--- src/rtl/irqc_pkg.sv ---
package irqc_pkg;

  typedef enum logic {
    SVC_SEQ  = 1'b0,
    SVC_NEST = 1'b1
  } svc_mode_e;

endpackage

--- src/rtl/irqc_pending.sv ---
module irqc_pending #(
  parameter int N_LINES = 8,
  localparam int VEC_W = (N_LINES > 1) ? $clog2(N_LINES) : 1
) (
  input  logic               clk,
  input  logic               rst_n,
  input  logic [N_LINES-1:0] req_i,
  input  logic               clr_en,
  input  logic [VEC_W-1:0]   clr_idx,
  output logic [N_LINES-1:0] pend_q,
  output logic [N_LINES-1:0] pend_nxt
);

  logic [N_LINES-1:0] clr_mask;

  for (genvar i = 0; i < N_LINES; i++) begin : g_clr
    localparam logic [VEC_W-1:0] LINE = VEC_W'(i);
    assign clr_mask[i] = clr_en && (clr_idx == LINE);
  end

  // A new request wins over a clear of the same line in the same cycle.
  always_comb begin
    pend_nxt = (pend_q & ~clr_mask) | req_i;
  end

  always_ff @(posedge clk or negedge rst_n) begin
    if (!rst_n) begin
      pend_q <= '0;
    end else if (clr_en || (|req_i)) begin
      pend_q <= pend_nxt;
    end
  end

endmodule

--- src/rtl/irqc_stack.sv ---
module irqc_stack #(
  parameter int N_LINES = 8,
  localparam int VEC_W = (N_LINES > 1) ? $clog2(N_LINES) : 1,
  localparam int DEP_W = $clog2(N_LINES + 1)
) (
  input  logic             clk,
  input  logic             rst_n,
  input  logic             push,
  input  logic             pop,
  input  logic [VEC_W-1:0] push_idx,
  output logic [DEP_W-1:0] depth_q,
  output logic [VEC_W-1:0] top_q,
  output logic [DEP_W-1:0] depth_nxt,
  output logic [VEC_W-1:0] top_nxt
);

  logic [VEC_W-1:0] ent_q   [N_LINES];
  logic [VEC_W-1:0] ent_nxt [N_LINES];
  logic [DEP_W-1:0] slot;
  logic             stk_en;

  // Push with pop replaces the top entry in place.
  always_comb begin
    slot      = pop ? (depth_q - DEP_W'(1)) : depth_q;
    depth_nxt = depth_q;
    if (push && !pop) begin
      depth_nxt = depth_q + DEP_W'(1);
    end else if (pop && !push) begin
      depth_nxt = depth_q - DEP_W'(1);
    end
  end

  for (genvar e = 0; e < N_LINES; e++) begin : g_ent
    localparam logic [DEP_W-1:0] SLOT_ID = DEP_W'(e);
    assign ent_nxt[e] = (push && (slot == SLOT_ID)) ? push_idx : ent_q[e];

    always_ff @(posedge clk or negedge rst_n) begin
      if (!rst_n) begin
        ent_q[e] <= '0;
      end else if (push && (slot == SLOT_ID)) begin
        ent_q[e] <= ent_nxt[e];
      end
    end
  end

  always_comb begin
    top_q   = '0;
    top_nxt = '0;
    for (int e = 0; e < N_LINES; e++) begin
      if (depth_q == DEP_W'(e + 1)) begin
        top_q = ent_q[e];
      end
      if (depth_nxt == DEP_W'(e + 1)) begin
        top_nxt = ent_nxt[e];
      end
    end
  end

  assign stk_en = push || pop;

  always_ff @(posedge clk or negedge rst_n) begin
    if (!rst_n) begin
      depth_q <= '0;
    end else if (stk_en) begin
      depth_q <= depth_nxt;
    end
  end

endmodule

--- src/rtl/irqc_select.sv ---
module irqc_select #(
  parameter int N_LINES = 8,
  localparam int VEC_W = (N_LINES > 1) ? $clog2(N_LINES) : 1
) (
  input  logic [N_LINES-1:0] pend,
  input  logic               stk_empty,
  input  logic               nest,
  input  logic [VEC_W-1:0]   top,
  output logic               hit,
  output logic [VEC_W-1:0]   idx
);

  logic [N_LINES-1:0] elig;

  for (genvar i = 0; i < N_LINES; i++) begin : g_elig
    localparam logic [VEC_W-1:0] LINE = VEC_W'(i);
    logic outranks;
    assign outranks = LINE < top;
    assign elig[i]  = pend[i] && (stk_empty || (nest && outranks));
  end

  always_comb begin
    hit = |elig;
    idx = '0;
    for (int i = N_LINES - 1; i >= 0; i--) begin
      if (elig[i]) begin
        idx = VEC_W'(i);
      end
    end
  end

endmodule

--- src/rtl/nest_irq_ctrl.sv ---
module nest_irq_ctrl
  import irqc_pkg::*;
#(
  parameter int N_LINES = 8,
  localparam int VEC_W = (N_LINES > 1) ? $clog2(N_LINES) : 1,
  localparam int DEP_W = $clog2(N_LINES + 1)
) (
  input  logic               clk,
  input  logic               rst_n,
  input  logic [N_LINES-1:0] req_i,
  input  logic               nest_mode_i,
  input  logic               ack_i,
  input  logic               eos_i,
  output logic               irq_o,
  output logic [VEC_W-1:0]   irq_vec_o
);

  logic               irq_q;
  logic [VEC_W-1:0]   vec_q;
  svc_mode_e          mode_q;
  svc_mode_e          mode_nxt;
  logic               ack_take;
  logic               eos_take;
  logic               mode_en;
  logic [N_LINES-1:0] pend_q;
  logic [N_LINES-1:0] pend_nxt;
  logic [DEP_W-1:0]   depth_q;
  logic [DEP_W-1:0]   depth_nxt;
  logic [VEC_W-1:0]   top_q;
  logic [VEC_W-1:0]   top_nxt;
  logic               sel_hit;
  logic [VEC_W-1:0]   sel_idx;

  assign ack_take = ack_i && irq_q;
  assign eos_take = eos_i && (depth_q != '0);
  assign mode_en  = (depth_q == '0);

  always_comb begin
    mode_nxt = mode_q;
    if (mode_en) begin
      mode_nxt = svc_mode_e'(nest_mode_i);
    end
  end

  irqc_pending #(.N_LINES(N_LINES)) u_pend (
    .clk      (clk),
    .rst_n    (rst_n),
    .req_i    (req_i),
    .clr_en   (ack_take),
    .clr_idx  (vec_q),
    .pend_q   (pend_q),
    .pend_nxt (pend_nxt)
  );

  irqc_stack #(.N_LINES(N_LINES)) u_stack (
    .clk       (clk),
    .rst_n     (rst_n),
    .push      (ack_take),
    .pop       (eos_take),
    .push_idx  (vec_q),
    .depth_q   (depth_q),
    .top_q     (top_q),
    .depth_nxt (depth_nxt),
    .top_nxt   (top_nxt)
  );

  // The offer is chosen from next-cycle state, so the outputs are registered
  // and still drop in the cycle that follows an acknowledge.
  irqc_select #(.N_LINES(N_LINES)) u_sel (
    .pend      (pend_nxt),
    .stk_empty (depth_nxt == '0),
    .nest      (mode_nxt == SVC_NEST),
    .top       (top_nxt),
    .hit       (sel_hit),
    .idx       (sel_idx)
  );

  always_ff @(posedge clk or negedge rst_n) begin
    if (!rst_n) begin
      mode_q <= SVC_SEQ;
    end else if (mode_en) begin
      mode_q <= mode_nxt;
    end
  end

  always_ff @(posedge clk or negedge rst_n) begin
    if (!rst_n) begin
      irq_q <= 1'b0;
      vec_q <= '0;
    end else begin
      irq_q <= sel_hit;
      vec_q <= sel_idx;
    end
  end

  assign irq_o     = irq_q;
  assign irq_vec_o = vec_q;

endmodule

--- config.mk ---
export PLATFORM = sky130hd
export DESIGN_NAME = nest_irq_ctrl
export DESIGN_NICKNAME = d
export VERILOG_FILES = /design/src/rtl/irqc_pkg.sv /design/src/rtl/irqc_pending.sv /design/src/rtl/irqc_stack.sv /design/src/rtl/irqc_select.sv /design/src/rtl/nest_irq_ctrl.sv
export SDC_FILE = /design/constraint.sdc
export NUM_CORES = 1
export LEC_CHECK = 0
export ABC_AREA = 1
export CAP_MARGIN = 20
export CORE_UTILIZATION = 35
export CTS_CLUSTER_SIZE = 16
export DETAILED_ROUTE_END_ITERATION = 6
export DONT_BUFFER_PORTS = 1
export HOLD_SLACK_MARGIN = 0.05
export PLACE_DENSITY = 0.49
export SLEW_MARGIN = 30
export SYNTH_ARGS = -nofsm -noshare
export SYNTH_HDL_FRONTEND = slang
export SYNTH_SLANG_ARGS = --single-unit
--- constraint.sdc ---
create_clock -name clk -period 3.55 [get_ports clk]
set_input_delay 0.355 -clock clk [delete_from_list [all_inputs] [get_ports clk]]
set_output_delay 0.355 -clock clk [all_outputs]
set_load 0.02 [all_outputs]
==> qor.txt <==
Status: finished clean
Share of cells above drive strength 1: 15.11%
Worst EP required: 3.72 ns
Hpwl dp: 4.424 mm
Seq cells post-synth: 41
Setup slack, reg-to-reg: 0.43 ns
Fillers: 734
Total Neg Setup Slack: 0 ns
GPL Wtd Cong: 0.8151
Leak: 0.001326 uW
Hold endpoint: u_pend.pend_q[4]
Number of global-route vias before repair: 1,997
Final min period: 3.118 ns
Post-Synthesis Net Count: 339
Drt pass-1 iters: 6
CP Launch Type: flip-flop
R2R Path Start: u_stack.depth_q[0]
Worst Hold Launch: req_i[4]
Syn Inst Count: 324
Crit path buf inv count: 3
Mapped cell area: 2435 um2
Initial antenna violation count: 0
Initial Util: 36.04%
Largest net degree at the start of global routing: 42
Worst reg2reg path depth: 21
Initial DRC count: 101
Crit-path cells: inv_1, ha_2, nand2_4, nand2_4, nand2_1, nand2_2, inv_1, nor2_2, nand2_1, nand2_1, o21ai_1, a21oi_1, nand4_1, nand2_1, nand2_1, clkinv_1, nand3_1, nand2_1, nand2_1, a21oi_2, nand4_1
Clock Sinks: 41
Number of flops mapped to enable cells by yosys: 0
Routed wl met3: 168 um
Fin. max-slew vios: 0
Post-synth top area share: 42.14%
Final core utilization: 39.44%
Routed Antenna Nets: 0
YS warnings: 0
Max Cap Viol: 0
Worst slew pin tran: 0.5938 ns
Worst-path clk slew: 0.08 ns
Slew margin rel.: 60.42%
Final net count: 345
CP arrival: 3.28 ns
CP peak stage delay: 0.47 ns
IO Pins: 17
Most frequent cells in the layout: 103 x nand2_1, 43 x inv_1, 41 x dfrtp_1
Peak supply drop: 0.0006000 V
Post-synth top area cell: dfrtp_1
CP max FO: 11
Total grt overflow: 0
Clock Skew: 0.004190 ns
Area contributors post-synth: dfrtp_1 42%, nand2_1 16%, inv_1 6.6%, nand3_1 5.1%, o21ai_0 3.5%
Die Y: 85.41 um
Uppermost layer routed: met4
Core Area: 6756 um2
Worst min path class: input pin to flip-flop
Final Hold Viols: 0
Post-CTS Setup Inserts: 0
Met2 WL: 2.673 mm
Cell variety after synth: 30
Root Buffer: clkbuf_8
Die X: 85.41 um
WHS Path Cells: 2
Crit-path leading delay family: simple AND/OR/NAND/NOR gates
Sequential Area: 1026 um2
Mean post-synth cell area: 7.515 um2
Crit. End Element: flip-flop
Die area: 7294 um2
Final setup viols: 0
DR vias: 2,018
Power Dens Cells: 1057 nW/um2
Placed cell area: 2505 um2
Multi-input combinational cell area: 1201 um2
Critical path launch point: u_stack.depth_q[0]
Antenna Cells: 0
Crit share post-route: 87.83%
Most common cell after layout, fill and taps aside: nand2_1
# DRC: 0
RR Endpoint: irq_o
First-pass GRT wire length: 9.825 mm
Unrepaired setup endpoints after global routing: false
Main synth FF type: dfrtp_1
Design Area, Final: 2665 um2
Final WL: 5.787 mm
CTS tree: yes
CP max-delay cell: dfrtp_1
WL/cell: 14.08 um
Inserted Clock Buffers: 5
# rows: 30
Wl on met1: 2.872 mm
Clock Tree Buf Depth: 2
Post-synthesis sequential area ratio: 42.14%
GR Util All Layers: 17.56%
Clk Latency, worst-skew pair: 0.29 ns
FFs w/ async S/R, synth: 100.0%
# port buffers: 0
Most frequent CP cell: nand2_1
Post-DR vias/cell: 4.910
Final total power: 2818 uW
Top achievable clock speed: 0.3207 GHz
Hold WS: 0.1705 ns
P&R area growth vs syn: 9.455%
H-Tree Depth: 2
CP Class: flip-flop to flip-flop
[timing repair]
item / in CTS / in global routing
endpoints found under the hold margin: 41 / 0
hold buffers: 2 / 0
gates resized for setup: 0 / 1
endpoints found under the setup margin: 0 / 1
[layer usage]
metal	track usage (%)	up-vias
li1	-	1037
met1	23.01	947
met2	29.45	26
met3	3.405	8
met4	5.152	0
met5	0	-
[registers in the layout, summed over array words and instances, names as in the netlist]
| name | flops |
|---|---|
| u_stack.ent_q | 24 |
| u_pend.pend_q | 8 |
| u_stack.depth_q | 4 |
| irq_vec_o | 3 |
| irq_o | 1 |
| mode_q | 1 |
[kinds of logic after synthesis]
group / share of synthesized area [%]
and+or+nand+nor: 38.59
buffers and inverters: 8.632
DFF: 42.14
AOI/OAI and AO/OA: 8.890
xor gates and xnor gates: 0.7196
adders and majority gates: 1.028
[worst max-delay path by stage]
| stage | end | cells past startpoint |
|---|---|---|
| after floorplan | irq_o | 20 |
| after global placement | irq_o | 21 |
| after detailed placement | irq_o | 21 |
| after CTS | irq_o | 21 |
| after global routing | irq_o | 21 |
| final | irq_o | 21 |
[cell type report]
cell class              instances  share of cell area [%]
multi-input cells             232                   45.07
flip-flops and latches         41                   38.50
inverters                      48                   6.761
well taps                      80                   3.756
clock buffers                   6                   3.099
clock inverters                 2                   1.408
repair buffers                  2                   1.408
[cell usage after synthesis, types with 2 or more instances]
cell type and number:
nor2_8 2, xor2_1 2, o21ai_1 8, nand4_1 7
nor2_1 16, nand3_1 25, inv_2 4, nor2_2 5
or2_0 2, o21ai_0 17, nand2_4 6, inv_1 43
ha_1 2, a21oi_1 10, a21oi_2 2, nand2_2 12
o31ai_1 2, dfrtp_1 41, nand3_2 3, nor2_4 3
nand2_1 103
[through the flow]
stage / setup slack [ns] / cells
finish: 0.4321 / 411
global route: 0.03844 / 411
detailed placement: 0.4389 / 401
CTS: 0.4008 / 411
floorplan: 0.9070 / 324
global placement: 0.4849 / 401
[where the power goes]
group / internal [uW] / switching (uW) / total, uW
logic: 520 / 1120 / 1640
registers: 639 / 144 / 783
clock network: 229 / 170 / 399
Note: power is estimated with default switching activity, not from simulation.
